===== config.mk =====
export PLATFORM = sky130hd
export DESIGN_NAME = isr_bank
export DESIGN_NICKNAME = d
export VERILOG_FILES = /design/src/rtl/isr_pkg.sv /design/src/rtl/isr_evt_map.sv /design/src/rtl/isr_wc_reg.sv /design/src/rtl/isr_summary.sv /design/src/rtl/isr_bank.sv
export SDC_FILE = /design/constraint.sdc
export NUM_CORES = 1
export LEC_CHECK = 0
export ABC_AREA = 1
export CAP_MARGIN = 5
export CELL_PAD_IN_SITES_DETAIL_PLACEMENT = 0
export CELL_PAD_IN_SITES_GLOBAL_PLACEMENT = 1
export CORE_MARGIN = 4
export CORE_UTILIZATION = 35
export CTS_CLUSTER_DIAMETER = 30
export DETAILED_ROUTE_END_ITERATION = 6
export PLACE_DENSITY = 0.75
export SYNTH_ARGS = -nofsm -noshare
export SYNTH_HDL_FRONTEND = slang
export SYNTH_HIERARCHICAL = 1
export SYNTH_SLANG_ARGS = --single-unit

===== constraint.sdc =====
create_clock -name clk -period 1.95 [get_ports clk]
set_input_delay 0.2925 -clock clk [delete_from_list [all_inputs] [get_ports clk]]
set_output_delay 0.2925 -clock clk [all_outputs]
set_load 0.05 [all_outputs]

===== src/rtl/isr_pkg.sv =====
// Package: address map, primary bit positions and secondary field layout
// shared by the interrupt status bank and its checker.
// Assumes at most 12 transmit queues and at most 10 CBR queues.
package isr_pkg;
    localparam int AW = 4;
    localparam int DW = 32;

    typedef enum logic [AW-1:0] {
        A_PRI  = 4'd0,
        A_SEC0 = 4'd1,
        A_SEC1 = 4'd2,
        A_SEC2 = 4'd3,
        A_SEC3 = 4'd4,
        A_RAC  = 4'd5,
        A_SHD0 = 4'd6,
        A_SHD1 = 4'd7,
        A_SHD2 = 4'd8,
        A_SHD3 = 4'd9,
        A_MASK = 4'd10
    } isr_addr_e;

    // primary positions (decoded by software, so kept fixed)
    localparam int P_TXOK   = 6;
    localparam int P_TXDESC = 7;
    localparam int P_TXERR  = 8;
    localparam int P_TXEOL  = 10;
    localparam int P_TXURN  = 11;
    localparam int P_HIF    = 19;
    localparam int P_BCN    = 23;
    localparam int P_CBRO   = 25;
    localparam int P_CBRU   = 26;
    localparam int P_QTRIG  = 27;

    localparam logic [DW-1:0] SUM_MASK =
        (DW'(1) << P_TXOK) | (DW'(1) << P_TXDESC) | (DW'(1) << P_TXERR) |
        (DW'(1) << P_TXEOL) | (DW'(1) << P_TXURN) | (DW'(1) << P_HIF) |
        (DW'(1) << P_BCN) | (DW'(1) << P_CBRO) | (DW'(1) << P_CBRU) |
        (DW'(1) << P_QTRIG);

    // secondary field layout
    localparam int HI_OFS    = 16;  // upper queue field in words 0 and 1
    localparam int HIF_OFS   = 12;  // host errors in word 2
    localparam int HIF_W     = 3;
    localparam int BCN_OFS   = 16;  // beacon events in word 2
    localparam int BCN_W     = 6;
    localparam int CBRO_OFS  = 0;   // word 3 fields
    localparam int CBRU_OFS  = 10;
    localparam int QTRIG_OFS = 20;
    localparam int NSEC      = 4;
endpackage


===== src/rtl/isr_evt_map.sv =====
// Module: routes the raw event pulses onto the set vectors of the four
// secondary words. Purely combinational; assumes NQ <= 12 and NCBR <= 10.
module isr_evt_map
    import isr_pkg::*;
#(
    parameter int NQ   = 12,
    parameter int NCBR = 10
) (
    input  logic [NQ-1:0]             ev_txok,
    input  logic [NQ-1:0]             ev_txdesc,
    input  logic [NQ-1:0]             ev_txerr,
    input  logic [NQ-1:0]             ev_txeol,
    input  logic [NQ-1:0]             ev_txurn,
    input  logic [HIF_W-1:0]          ev_hif,
    input  logic [BCN_W-1:0]          ev_bcn,
    input  logic [NCBR-1:0]           ev_cbr_ovr,
    input  logic [NCBR-1:0]           ev_cbr_urn,
    input  logic [NCBR-1:0]           ev_qtrig,
    output logic [NSEC-1:0][DW-1:0]   sec_set
);
    // place each event group at its field
    always_comb begin
        sec_set = '0;
        sec_set[0][0 +: NQ]         = ev_txok;
        sec_set[0][HI_OFS +: NQ]    = ev_txdesc;
        sec_set[1][0 +: NQ]         = ev_txerr;
        sec_set[1][HI_OFS +: NQ]    = ev_txeol;
        sec_set[2][0 +: NQ]         = ev_txurn;
        sec_set[2][HIF_OFS +: HIF_W] = ev_hif;
        sec_set[2][BCN_OFS +: BCN_W] = ev_bcn;
        sec_set[3][CBRO_OFS +: NCBR]  = ev_cbr_ovr;
        sec_set[3][CBRU_OFS +: NCBR]  = ev_cbr_urn;
        sec_set[3][QTRIG_OFS +: NCBR] = ev_qtrig;
    end
endmodule


===== src/rtl/isr_wc_reg.sv =====
// Module: one status word with set-dominant clear. Bits outside VALID are
// held at zero. Assumes clr is already gated by address decode.
module isr_wc_reg #(
    parameter int              W     = 32,
    parameter logic [W-1:0]    VALID = '1
) (
    input  logic         clk,
    input  logic         rst_n,
    input  logic [W-1:0] set,
    input  logic [W-1:0] clr,
    output logic [W-1:0] q
);
    // clear first, then set, so a new event always survives
    always_ff @(posedge clk) begin
        if (!rst_n) q <= '0;
        else        q <= ((q & ~clr) | set) & VALID;
    end
endmodule


===== src/rtl/isr_summary.sv =====
// Module: forms the primary summary bits as ORs of secondary groups.
// Combinational; the summary is never stored, so it cannot be cleared
// apart from its contributors.
module isr_summary
    import isr_pkg::*;
#(
    parameter int NQ   = 12,
    parameter int NCBR = 10
) (
    input  logic [NSEC-1:0][DW-1:0] sec_q,
    output logic [DW-1:0]           sum
);
    // one OR reduction per summary bit
    always_comb begin
        sum = '0;
        sum[P_TXOK]   = |sec_q[0][0 +: NQ];
        sum[P_TXDESC] = |sec_q[0][HI_OFS +: NQ];
        sum[P_TXERR]  = |sec_q[1][0 +: NQ];
        sum[P_TXEOL]  = |sec_q[1][HI_OFS +: NQ];
        sum[P_TXURN]  = |sec_q[2][0 +: NQ];
        sum[P_HIF]    = |sec_q[2][HIF_OFS +: HIF_W];
        sum[P_BCN]    = |sec_q[2][BCN_OFS +: BCN_W];
        sum[P_CBRO]   = |sec_q[3][CBRO_OFS +: NCBR];
        sum[P_CBRU]   = |sec_q[3][CBRU_OFS +: NCBR];
        sum[P_QTRIG]  = |sec_q[3][QTRIG_OFS +: NCBR];
    end
endmodule


===== src/rtl/isr_bank.sv =====
// Module: hierarchical interrupt status bank. Holds four secondary words,
// the direct part of the primary word, four shadows and an enable mask.
// Decodes a word-addressed port with a combinational read. Assumes at
// most one of bus_rd and bus_wr is high in a cycle.
module isr_bank
    import isr_pkg::*;
#(
    parameter int NQ   = 12,
    parameter int NCBR = 10
) (
    input  logic              clk,
    input  logic              rst_n,
    input  logic [AW-1:0]     bus_addr,
    input  logic              bus_rd,
    input  logic              bus_wr,
    input  logic [DW-1:0]     bus_wdata,
    output logic [DW-1:0]     bus_rdata,
    input  logic [NQ-1:0]     ev_txok,
    input  logic [NQ-1:0]     ev_txdesc,
    input  logic [NQ-1:0]     ev_txerr,
    input  logic [NQ-1:0]     ev_txeol,
    input  logic [NQ-1:0]     ev_txurn,
    input  logic [HIF_W-1:0]  ev_hif,
    input  logic [BCN_W-1:0]  ev_bcn,
    input  logic [NCBR-1:0]   ev_cbr_ovr,
    input  logic [NCBR-1:0]   ev_cbr_urn,
    input  logic [NCBR-1:0]   ev_qtrig,
    input  logic [DW-1:0]     ev_direct,
    output logic              irq
);
    localparam logic [DW-1:0] QMASK = DW'((64'd1 << NQ) - 64'd1);
    localparam logic [DW-1:0] CMASK = DW'((64'd1 << NCBR) - 64'd1);
    localparam logic [DW-1:0] DIR_VALID = ~SUM_MASK;

    // valid bits of each secondary word
    function automatic logic [DW-1:0] sec_valid(input int idx);
        case (idx)
            0, 1:    return QMASK | (QMASK << HI_OFS);
            2:       return QMASK | (DW'((1 << HIF_W) - 1) << HIF_OFS) |
                            (DW'((1 << BCN_W) - 1) << BCN_OFS);
            default: return (CMASK << CBRO_OFS) | (CMASK << CBRU_OFS) |
                            (CMASK << QTRIG_OFS);
        endcase
    endfunction

    logic [NSEC-1:0][DW-1:0] sec_set;
    logic [NSEC-1:0][DW-1:0] sec_q;
    logic [NSEC-1:0][DW-1:0] shd_q;
    logic [DW-1:0]           dir_q;
    logic [DW-1:0]           sum;
    logic [DW-1:0]           pri;
    logic [DW-1:0]           mask_q;
    logic                    rac;
    logic [DW-1:0]           dir_clr;

    isr_evt_map #(.NQ(NQ), .NCBR(NCBR)) u_map (
        .ev_txok(ev_txok), .ev_txdesc(ev_txdesc), .ev_txerr(ev_txerr),
        .ev_txeol(ev_txeol), .ev_txurn(ev_txurn), .ev_hif(ev_hif),
        .ev_bcn(ev_bcn), .ev_cbr_ovr(ev_cbr_ovr), .ev_cbr_urn(ev_cbr_urn),
        .ev_qtrig(ev_qtrig), .sec_set(sec_set)
    );

    // alias read is the only read with a side effect
    assign rac = bus_rd && (bus_addr == A_RAC);

    // one live secondary word per index, cleared by its write or the alias
    for (genvar i = 0; i < NSEC; i++) begin : g_sec
        localparam logic [AW-1:0] MY_ADDR = AW'(int'(A_SEC0) + i);
        logic [DW-1:0] clr;

        // clear source for this word
        always_comb begin
            if (rac)                                clr = '1;
            else if (bus_wr && bus_addr == MY_ADDR) clr = bus_wdata;
            else                                    clr = '0;
        end

        isr_wc_reg #(.W(DW), .VALID(sec_valid(i))) u_reg (
            .clk(clk), .rst_n(rst_n), .set(sec_set[i]), .clr(clr), .q(sec_q[i])
        );
    end

    // clear source for the direct primary bits
    always_comb begin
        if (rac)                              dir_clr = '1;
        else if (bus_wr && bus_addr == A_PRI) dir_clr = bus_wdata;
        else                                  dir_clr = '0;
    end

    isr_wc_reg #(.W(DW), .VALID(DIR_VALID)) u_dir (
        .clk(clk), .rst_n(rst_n), .set(ev_direct), .clr(dir_clr), .q(dir_q)
    );

    isr_summary #(.NQ(NQ), .NCBR(NCBR)) u_sum (.sec_q(sec_q), .sum(sum));

    assign pri = dir_q | sum;

    // snapshot pre-clear secondaries on an alias read
    always_ff @(posedge clk) begin
        if (!rst_n)   shd_q <= '0;
        else if (rac) shd_q <= sec_q;
    end

    // enable mask register
    always_ff @(posedge clk) begin
        if (!rst_n)                            mask_q <= '0;
        else if (bus_wr && bus_addr == A_MASK) mask_q <= bus_wdata;
    end

    // level interrupt from enabled primary bits
    assign irq = |(pri & mask_q);

    // read multiplexer; zero when idle or unmapped
    always_comb begin
        bus_rdata = '0;
        if (bus_rd) begin
            case (bus_addr)
                A_PRI, A_RAC: bus_rdata = pri;
                A_SEC0:       bus_rdata = sec_q[0];
                A_SEC1:       bus_rdata = sec_q[1];
                A_SEC2:       bus_rdata = sec_q[2];
                A_SEC3:       bus_rdata = sec_q[3];
                A_SHD0:       bus_rdata = shd_q[0];
                A_SHD1:       bus_rdata = shd_q[1];
                A_SHD2:       bus_rdata = shd_q[2];
                A_SHD3:       bus_rdata = shd_q[3];
                A_MASK:       bus_rdata = mask_q;
                default:      bus_rdata = '0;
            endcase
        end
    end
endmodule


# --- After elaboration in Yosys (flattened, before gate mapping) ---
# Cells that the tools add are included.
word_totals:
  reg_bits: 271
  latchBits: 0
  mem_bits_rw: 0
  romBits: 0
  elab_cells: 70
  memories: 0
op_classes:
  n_addsub: 0
  multipliers: 0
  div_mod_pow: 0
  magnitude_cmp: 0
  eq_ne: 10
  shift: 0
  muxes: 12
  bitwise_logic: 17
  n_reduce_logical: 20
ops:
  columns: ["op", "n"]
  rows:
  - ["$pmux W32 S10", 1]
  - ["$mux W28", 4]
  - ["$mux W32", 3]
  - ["$and A32 B32 Y32", 2]
  - ["$mux W30", 2]
  - ["$reduce_or A12 Y1", 5]
  - ["$and A28 B28 Y28", 2]
  - ["$not A28 Y28", 2]
  - ["$or A28 B28 Y28", 2]
  - ["$mux W22", 2]
  - ["$not A32 Y32", 1]
  - ["$or A32 B28 Y32", 1]
  - ["$or A32 B32 Y32", 1]
  - ["$reduce_or A32 Y1", 1]
  - ["$and A30 B30 Y30", 1]
  - ["$not A30 Y30", 1]
  - ["$or A30 B30 Y30", 1]
  - ["$reduce_or A10 Y1", 3]
  - ["$and A22 B22 Y22", 1]
  - ["$not A22 Y22", 1]
  - ["$or A22 B22 Y22", 1]
  - ["$eq A4 B3 Y1 const B", 4]
  - ["$eq A4 B4 Y1 const B", 3]
  - ["$eq A4 B2 Y1 const B", 2]
  - ["other kinds (6)", 12]

# --- Depth between registers and ports, before layout ---
depth:
  word_depth: 7
  ltp_mapped: 11
  ltp_nobuf: 11

# --- Cells and area by module ---
# The synthesis kept the hierarchy.
modules_own_cells:
  columns: ["module", "n_inst", "cells_each", "area_per_inst_um2", "seq_area_each_um2"]
  rows:
  - ["isr_bank", 1, 1738, 10321.1, 3203.1]
  - ["isr_wc_reg (g_sec[0].u_reg ...)", 2, 132, 1036.0, 480.5]
  - ["isr_wc_reg (g_sec[3].u_reg)", 1, 157, 1257.5, 600.6]
  - ["isr_wc_reg (u_dir)", 1, 124, 978.4, 440.4]
  - ["isr_evt_map", 1, 129, 964.7, 0.0]
  - ["isr_wc_reg (g_sec[2].u_reg)", 1, 120, 949.7, 420.4]
  - ["isr_summary", 1, 110, 526.8, 0.0]

# --- Worst setup path after synthesis ---
# Ideal clock, no wire load.
synth_path:
  kind: "register to output"
  startpoint: "register g_sec[3].u_reg.q[21]"
  endpoint: "output port irq"
  t_arrival_ns: 1.552
  required_time_ns: 1.657
  setup_slack_ns: 0.105
  stages_incl_launch_ff: 11
  n_path_buf: 0
  path_cell_list: "dfxtp_1 > or2_0 > nor2_1 > nand2_1 > or2_2 > nand2_1 > nand2_1 > nor2_1 > nand2_1 > nor2_1 > nand2_1"
synth_between:
  elab_chain_len: 4
synth_lines:
  columns: ["item", "line_no", "source"]
  rows:
  - ["start: declaration", "isr_wc_reg.sv:11", "output logic [W-1:0] q"]
  - ["start signal: assignment", "isr_wc_reg.sv:16", "else q <= ((q & ~clr) | set) & VALID;"]
  - ["$reduce_or A10 Y1", "isr_summary.sv:25", "sum[P_QTRIG] = |sec_q[3][QTRIG_OFS +: NCBR];"]
  - ["named net sum[27]", "isr_bank.sv:50", "logic [DW-1:0] sum;"]
  - ["$or A32 B28 Y32", "isr_bank.sv:96", "assign pri = dir_q | sum;"]
  - ["$and A32 B32 Y32", "isr_bank.sv:111", "assign irq = |(pri & mask_q);"]
  - ["$reduce_or A32 Y1", "isr_bank.sv:111", null]
  - ["end: declaration", "isr_bank.sv:29", "output logic irq"]
# The timed path passes the listed nets, and every way through them passes these cells.

# --- Final worst setup path ---
layout_path:
  startpoint: "register g_sec[3].u_reg.q[20]"
  endpoint: "output port irq"
# Same word-level chain as after synthesis.

==> flow_summary.toml <==
[sta]
finalWorstSetupSlack_ps = -675
rsz0062_at_grt = "true"
holdWs_ps = 264
fin_skew_ps = 14.8
finalHoldViolCount = 0
setup_violations = 26
fin_crit_sh_pct = 135
maxSlewHeadroom_pct = 30.7
clock.fmax_ghz = 0.381
worstMarginPinSlew_ps = 1040
finalMaxSlewViolations = 0
min_period_ps = 2620

[detailed_routing]
drt_pass1_iterations = 6
drt-total-wl_um = 64300
wl_met1_um = 27800
ant_nets = 0
drcViolationCount = 0
dr.first_iter.drc_count = 1284
viasPerCell = 4.92
routedWlPerCell_um = 18.3
wl_met2_um = 29800
top_layer_used = "met5"
vias = 17200
met3_length_um = 4930

[synthesis]
yosys_warnings = 6
syn_area_per_cell_sq_um = 6.47
netlist_instances = 2573
synth_area_sq_um = 16700

[clocking]
insertion_delay_ps = 580
clock_sinks = 281
htreeDepth = 3
clkTransAtPathRegs_ps = 40
root_buffer = "clkbuf_16"
cts_tree = "yes"
cts_made_buffers = 77
clockBufferDepth = 3
hold_buffers = 0

[floorplan]
die_h_um = 226
die-area_sq_um = 51100
io_pins = 204
core_area_sq_um = 46800
start_util_pct = 35.6
num_rows = 79
die_x_um = 226

[setup_path]
path_cells = "or2_4 -> nor2_4 -> nand2_1 -> or2_4 -> nand2_4 -> nand2_2 -> nor2_2 -> nand2_2 -> nor2_4 -> nand2_4 -> buf_8"
cp_slowest_cell = "dfxtp_2"
arrival_ps = 2330
path_class = "register to output pin"
r2r_cells = 4
setup.worst_path.start_class = "register"
worstPathRequired_ps = 1660
critPathCaptureType = "output pin"
crit_buf_inv = 1
slowest_delay_ps = 320
crit_family = "simple AND/OR/NAND/NOR gates"
crit_fanout = 2
cp.depth = 11

[global_route]
antenna_found_initial = 2
grt_util_all_layers_pct = 24.2
first_global_vias = 16700
grt_start_max_net_pins = 89
grt_pass1_wl_um = 95800
grt-ovfl-total = 0

[place]
place_inst = 3292
placed_area_sq_um = 19600
place.gp.congestion = 0.907
portBuffers = 193
dp_hpwl_um = 40300

[final_layout]
antennaDiodeCount = 0
nFillCells = 4352
syn2layout_area_growth_pct = 49.8
instances_no_fill = 3502
finalNetCount = 3009
drive_gt1_share_pct = 30.7
final_cell_area_sq_um = 24900

[pwr]
peakVddDrop_mv = 0.589
leakagePower_nw = 11.0
power_density_nw_per_um2 = 886

[run_status]
status = "finished, violations left"
violations = "setup timing"

[worst_hold_path]
hold_path.class = "input pin to register"
hold_path_depth = 3

[flow_run]
maxCapViolCount = 0
-- per-layer routing --
layer | GRT usage, % | vias to the layer above
met5 | 0 | -
met4 | 8.68 | 4
met3 | 6.07 | 126
met2 | 38.2 | 664
met1 | 32.1 | 8075
li1 | - | 8373
-- worst min-delay path: stages --
cell and delay, ps:
clkdlybuf4s50_1 390, inv_1 50, a21oi_1 50
-- area by class of cell --
cell class,count,area [sq um],share of cell area [%]
inverter,508,1910,7.67
timing repair buffer,450,5420,21.7
clock inverter,27,324,1.30
clock buffer,109,2280,9.15
sequential,281,5680,22.8
multi-input combinational,1520,8560,34.3
tap,607,759,3.05
-- registers in the layout (all words and copies together) (netlist names) --
name,cells
shd_q,128
g_sec.u_reg/q,99
mask_q,32
u_dir/q,22
-- power breakdown --
group / internal [mW] / switching [mW]
clock: 8.81 / 3.77
combinational: 1.52 / 1.77
sequential: 6.04 / 0.174
-- final timing paths --
check	slack, ps	to	start
max	-670	irq	g_sec[3].u_reg/q[20]$_SDFF_PN0_
min	260	g_sec[0].u_reg/q[24]$_SDFF_PN0_	ev_txdesc[8]
max reg2reg	1020	shd_q[108]$_SDFFE_PN0P_	g_sec[3].u_reg/q[12]$_SDFF_PN0_
min reg2reg	440	shd_q[38]$_SDFFE_PN0P_	shd_q[38]$_SDFFE_PN0P_
-- metrics by stage --
stage               power, mW  utilization (%)  setup slack (ps)  TNS [ps]
global route             22.8             53.3              -726     -6950
CTS                      22.0             52.2              -644     -6240
detailed placement       8.84             42.0              -552   -123130
finish                   22.1             53.3              -675     -5300
floorplan                7.74                -               105         0
global placement         8.83             42.0              -554   -115020
-- layout by cell type (no fill, tap or decap), types with 5 or more instances in the layout --
| cell | n |
|---|---|
| buf_8 | 8 |
| inv_1 | 463 |
| dfxtp_2 | 43 |
| buf_12 | 75 |
| clkbuf_16 | 81 |
| buf_6 | 44 |
| a21oi_2 | 134 |
| nand3_2 | 75 |
| buf_16 | 24 |
| a21oi_1 | 171 |
| nand3_1 | 217 |
| clkbuf_1 | 12 |
| inv_2 | 43 |
| or2_4 | 34 |
| a21oi_4 | 8 |
| bufinv_16 | 6 |
| nand2_4 | 6 |
| clkbuf_8 | 17 |
| nand2_1 | 297 |
| clkinv_2 | 16 |
| nor2_2 | 30 |
| and2_0 | 5 |
| nor2_4 | 28 |
| nand2_2 | 54 |
| buf_4 | 142 |
| nor2_1 | 107 |
| o21ai_0 | 278 |
| conb_1 | 61 |
| clkdlybuf4s50_1 | 154 |
| dfxtp_1 | 237 |
-- timing repair --
action | in CTS | in global routing
endpoints found under the hold margin | 0 | 0
setup buffers | 51 | 8
gates resized for setup | 368 | 169
pin swaps | 160 | 97
gates cloned | 24 | 2
endpoints found under the setup margin | 33 | 33
Power figures use the tool's default switching activity.
